<file path="config.mk">
export PLATFORM = sky130hd
export DESIGN_NAME = ifu_fetch
export DESIGN_NICKNAME = d
export VERILOG_FILES = /design/src/rtl/ifu_pkg.sv /design/src/rtl/ifu_branch_pred.sv /design/src/rtl/ifu_assembler.sv /design/src/rtl/ifu_fetch.sv
export SDC_FILE = /design/constraint.sdc
export NUM_CORES = 1
export LEC_CHECK = 0
export ABC_AREA = 1
export BUFFER_PORTS_ARGS = -buffer_cell sky130_fd_sc_hd__buf_2
export CAP_MARGIN = 20
export CORE_MARGIN = 5
export CORE_UTILIZATION = 30
export CTS_CLUSTER_SIZE = 28
export DETAILED_ROUTE_END_ITERATION = 10
export PLACE_DENSITY_LB_ADDON = 0.25
export SLEW_MARGIN = 20
export SYNTH_ARGS = -nofsm -noshare
export SYNTH_HDL_FRONTEND = slang
export SYNTH_SLANG_ARGS = --single-unit
</file>
<file path="constraint.sdc">
create_clock -name clk_i -period 2.29 [get_ports clk_i]
set_input_delay 0.229 -clock clk_i [delete_from_list [all_inputs] [get_ports clk_i]]
set_output_delay 0.229 -clock clk_i [all_outputs]
set_load 0.05 [all_outputs]
</file>
<file path="src/rtl/ifu_pkg.sv">
package ifu_pkg;
  localparam int unsigned INST_W = 16;
  localparam int unsigned BYTE_W = 8;
  localparam int unsigned OP_W   = 4;

  localparam logic [OP_W-1:0] OP_JAL = 4'hC;
  localparam logic [OP_W-1:0] OP_JMP = 4'hD;
  localparam logic [OP_W-1:0] OP_BEZ = 4'hE;
  localparam logic [OP_W-1:0] OP_BNZ = 4'hF;

  typedef enum logic [1:0] {
    K_SEQ,
    K_JUMP,
    K_COND
  } ctl_kind_e;

  function automatic ctl_kind_e classify(input logic [OP_W-1:0] op);
    case (op)
      OP_JAL, OP_JMP: classify = K_JUMP;
      OP_BEZ, OP_BNZ: classify = K_COND;
      default:        classify = K_SEQ;
    endcase
  endfunction
endpackage

</file>
<file path="src/rtl/ifu_branch_pred.sv">
module ifu_branch_pred
  import ifu_pkg::*;
#(
  parameter int unsigned PC_W  = 15,
  parameter int unsigned IMM_W = 9
) (
  input  logic [PC_W-1:0]  pc_i,
  input  logic [OP_W-1:0]  op_i,
  input  logic [IMM_W-1:0] imm_i,
  output logic             taken_o,
  output logic [PC_W-1:0]  next_pc_o
);
  localparam int unsigned EXT_W = PC_W - IMM_W;

  ctl_kind_e       kind;
  logic [PC_W-1:0] offset;
  logic [PC_W-1:0] target;
  logic [PC_W-1:0] seq_pc;

  assign kind   = classify(op_i);
  assign offset = {{EXT_W{imm_i[IMM_W-1]}}, imm_i};
  // dedicated adder, independent of the execute ALU
  assign target = pc_i + offset;
  assign seq_pc = pc_i + PC_W'(1);

  always_comb begin
    case (kind)
      K_JUMP:  taken_o = 1'b1;
      K_COND:  taken_o = imm_i[IMM_W-1];
      default: taken_o = 1'b0;
    endcase
  end

  assign next_pc_o = taken_o ? target : seq_pc;
endmodule

</file>
<file path="src/rtl/ifu_assembler.sv">
module ifu_assembler
  import ifu_pkg::*;
(
  input  logic              clk_i,
  input  logic              rst_ni,
  input  logic              flush_i,
  input  logic [BYTE_W-1:0] rdata_i,
  output logic              hi_o,
  output logic              done_o,
  output logic [INST_W-1:0] word_o
);
  logic              hi_q;
  logic [BYTE_W-1:0] lo_q;

  always_ff @(posedge clk_i or negedge rst_ni) begin
    if (!rst_ni) begin
      hi_q <= 1'b0;
      lo_q <= '0;
    end else if (flush_i) begin
      hi_q <= 1'b0;
    end else begin
      hi_q <= ~hi_q;
      if (!hi_q) lo_q <= rdata_i;
    end
  end

  assign hi_o   = hi_q;
  assign done_o = hi_q & ~flush_i;
  assign word_o = {rdata_i, lo_q};


  done_phase_chk: assert property (@(posedge clk_i) disable iff (!rst_ni)
    done_o |=> !done_o);
endmodule

</file>
<file path="src/rtl/ifu_fetch.sv">
module ifu_fetch
  import ifu_pkg::*;
#(
  parameter int unsigned PC_W  = 15,
  parameter int unsigned IMM_W = 9
) (
  input  logic              clk_i,
  input  logic              rst_ni,
  output logic [PC_W:0]     mem_addr_o,
  input  logic [BYTE_W-1:0] mem_rdata_i,
  output logic              inst_valid_o,
  output logic [INST_W-1:0] inst_o,
  output logic [PC_W-1:0]   inst_pc_o,
  output logic              pred_taken_o,
  input  logic              redirect_i,
  input  logic [PC_W-1:0]   redirect_pc_i
);
  logic [PC_W-1:0]   pc_q;
  logic              hi;
  logic              done;
  logic [INST_W-1:0] word;
  logic              taken;
  logic [PC_W-1:0]   next_pc;

  ifu_assembler u_asm (
    .clk_i   (clk_i),
    .rst_ni  (rst_ni),
    .flush_i (redirect_i),
    .rdata_i (mem_rdata_i),
    .hi_o    (hi),
    .done_o  (done),
    .word_o  (word)
  );

  ifu_branch_pred #(.PC_W(PC_W), .IMM_W(IMM_W)) u_pred (
    .pc_i      (pc_q),
    .op_i      (word[INST_W-1 -: OP_W]),
    .imm_i     (word[IMM_W-1:0]),
    .taken_o   (taken),
    .next_pc_o (next_pc)
  );

  always_ff @(posedge clk_i or negedge rst_ni) begin
    if (!rst_ni) begin
      pc_q <= '0;
    end else if (redirect_i) begin
      pc_q <= redirect_pc_i;
    end else if (done) begin
      pc_q <= next_pc;
    end
  end

  always_ff @(posedge clk_i or negedge rst_ni) begin
    if (!rst_ni) begin
      inst_valid_o <= 1'b0;
      inst_o       <= '0;
      inst_pc_o    <= '0;
      pred_taken_o <= 1'b0;
    end else begin
      inst_valid_o <= done;
      if (done) begin
        inst_o       <= word;
        inst_pc_o    <= pc_q;
        pred_taken_o <= taken;
      end
    end
  end

  assign mem_addr_o = {pc_q, hi};


  byte_order_chk: assert property (@(posedge clk_i) disable iff (!rst_ni)
    (!mem_addr_o[0] && !redirect_i) |=> mem_addr_o[0] && $stable(mem_addr_o[PC_W:1]));


  seq_next_chk: assert property (@(posedge clk_i) disable iff (!rst_ni)
    (inst_valid_o && !pred_taken_o) |-> mem_addr_o == {inst_pc_o + PC_W'(1), 1'b0});


  redirect_chk: assert property (@(posedge clk_i) disable iff (!rst_ni)
    redirect_i |=> (mem_addr_o == {$past(redirect_pc_i), 1'b0}) && !inst_valid_o);


  jump_taken_chk: assert property (@(posedge clk_i) disable iff (!rst_ni)
    (inst_valid_o && inst_o[INST_W-1 -: 3] == 3'b110) |-> pred_taken_o);
endmodule

</file>
==> out/qor.txt <==
layout cells sized above 1 - 25.4%
Ant. Diodes - 0
Total Routing Usage GR - 14.2%
drt drc - 0
Clock Tree Buf Depth - 2
outcome - finished clean
R2R Setup Slk - 0.46 ns
Root Driver - clkbuf_8
Num CTS Buffers - 9
final setup vio count - 0
Area Overhead vs Synth - 31.0%
NumNets Final - 566
Vias/cell - 4.42
Avg Inst Size Synth - 7.45 um2
Final Max Slew Viols - 0
WL/cell - 13.2 um
CTS tree - built
Synth Cell Area - 0.00313 mm2
WHS - 0.108 ns
vias in the first global route - 2890
GR Overflow Total - 0
Post-DP HPWL - 6620 um
syn_nets - 463
vias - 2937
min-delay worst type - input pin to register
DRT Pass-1 Iters - 4
initial antenna violation count - 0
DRT Wirelength - 8780 um
Worst Path Required - 2.52 ns
Placed Cells - 645
sequential area share after synthesis - 45.6%
Setup crit start kind - input pin
max_cap viols - 0
fin worst setup slack - 0.134 ns
minimum clock period after layout - 2.16 ns
area of the core - 0.0102 mm2
Peak VDD IR - 0.329 mV
pre-CTS WS - -0.303 ns
Vert. Die Dim - 112 um
Leak - 2.34 nW
pin count of the biggest net entering global routing - 30
Initial DRC Count - 128
Setup CP Type - input pin to register
Clock Skews - 0.0118 ns
#FFs+latches synth - 57
gpl congestion - 0.860
Syn Inst Count - 420
Die Wd - 112 um
starting density of the core - 30.6%
clock-pin slew on the worst setup and hold paths - 0.07 ns
Distinct cells, synth - 21
final core area utilization - 40.1%
FP Rows - 37
Critical Path Fanout Max - 3
critical path arrival - 2.39 ns
number of clock sinks - 57
antenna viol nets, final - 0
crit share post-route - 94.1%
Final Hold Vio Count - 0
Placed Area - 0.00382 mm2
Worst Setup End Kind - register
final instance area - 0.00410 mm2
port bufs - 74
H-Tree Depth - 3
f_max - 0.464 GHz
Rel. slew slack - 65.2%
Top Ports - 75
die area - 0.0126 mm2
measured slew at the worst slew-check pin - 0.521 ns
# fillers - 1107
first-pass GRT wire length - 14400 um
Worst-Skew Late Latency - 0.34 ns
final std cells w/o fill - 664
RSZ-0062 raised after global routing - true
synth warn - 0
Power Density - 832 mW/mm2
sequential cells by signal, summed over array words and instances (netlist names):
register      count
u_asm.hi_o        1
inst_o           16
inst_pc_o        15
inst_valid_o      1
pred_taken_o      1
u_asm.lo_q        8
pc_q             15
cells by family (layout without fill, tap and decap cells):
kind of cell | count (synthesis) | in the layout | synth area share [%]
compound gates | 52 | 52 | 9.51
xor+xnor | 2 | 2 | 0.560
fa+ha+maj | 17 | 17 | 7.03
buf+inv | 76 | 184 | 9.95
flops | 57 | 57 | 45.6
simple gates | 216 | 216 | 27.4
cell type report:
class	count	area, um2	area share (%)
clock buffer	10	128	3.11
clock inverter	6	82.6	2.01
inverter	62	233	5.68
multi-input combinational	287	1440	35.0
sequential	57	1430	34.8
tap	136	170	4.15
timing repair buffer	106	626	15.3
where the power goes:
part | internal (W) | switching [W]
combinational | 0.000294 | 0.000822
sequential | 0.00116 | 0.0000975
clock | 0.000607 | 0.000431
total | 0.00206 | 0.00135
path summary, 6_finish.rpt:
path | startpoint | end | cells after the start
min in group asynchronous | rst_ni | u_asm.lo_q[7] | 2
max | mem_rdata_i[7] | pc_q[12] | 19
max reg2reg | u_asm.lo_q[0] | pc_q[12] | 13
min reg2reg | inst_o[12] | inst_o[12] | 2
max in group asynchronous | rst_ni | inst_o[6] | 3
min | mem_rdata_i[1] | inst_o[9] | 3
layout by cell type, fill, tap and decap left out:
cell / n
a21oi_1: 10
a22oi_1: 11
buf_12: 1
buf_2: 74
buf_4: 30
bufinv_16: 2
clkbuf_1: 1
clkbuf_8: 9
clkinv_2: 3
clkinvlp_4: 1
dfrtp_1: 57
dlygate4sd3_1: 1
fa_1: 1
ha_1: 15
ha_4: 1
inv_1: 58
inv_2: 4
nand2_1: 165
nand2_2: 2
nand3_1: 18
nand3_2: 2
nand3b_1: 3
nand4_1: 3
nor2_1: 18
nor2_2: 4
nor2_4: 1
o211ai_1: 1
o21ai_0: 27
o21ai_1: 1
o221ai_1: 2
xnor2_1: 2
cell usage after synthesis:
library cell	number	share of area [%]
nand2_1	167	20
nand3_1	20	3.2
dfrtp_1	57	46
inv_2	2	0.24
o211ai_1	1	0.24
nor2_2	1	0.20
ha_1	16	6.4
inv_1	60	7.2
clkbuf_1	3	0.36
xnor2_1	2	0.56
o21ai_1	1	0.16
o221ai_1	2	0.56
nor2_1	22	2.6
o21ai_0	27	4.3
nand3b_1	3	0.72
a22oi_1	11	2.6
buf_2	6	0.96
nand4_1	3	0.60
fa_1	1	0.64
a21oi_1	10	1.6
buf_4	5	1.2
what timing repair did:
item,4_1_cts,5_1_grt
hold endpoints to repair,14,0
buffers inserted,0,2
setup endpoints to repair,0,10
hold buffers,1,0
gates resized for setup,0,11
routing by layer:
metal	wire length (um)	GRT usage, %
met1	4230	18.2
met2	4060	23.3
met3	334	3.77
met4	159	4.89
met5	0	0
stage by stage:
step	total power, W	setup TNS (ns)
floorplan	0.00204	0
detailed placement	0.00239	-2.18
global placement	0.00238	-1.80
finish	0.00341	0
CTS	0.00344	0
global route	0.00360	-0.101
critical path, stage by stage:
cell and delay [ns]:
buf_2 0.10, nand2_2 0.08, nor2_2 0.13, inv_1 0.05, ha_1 0.27, inv_1 0.07
buf_4 0.14, nand3_1 0.09, ha_1 0.17, inv_1 0.05, fa_1 0.38, inv_2 0.09
nand3_1 0.07, nand3_1 0.14, nand3_2 0.09, nand3_1 0.08, nand2_1 0.05, nand3_1 0.07
nand2_1 0.05
(Power assumes the default switching activity.)
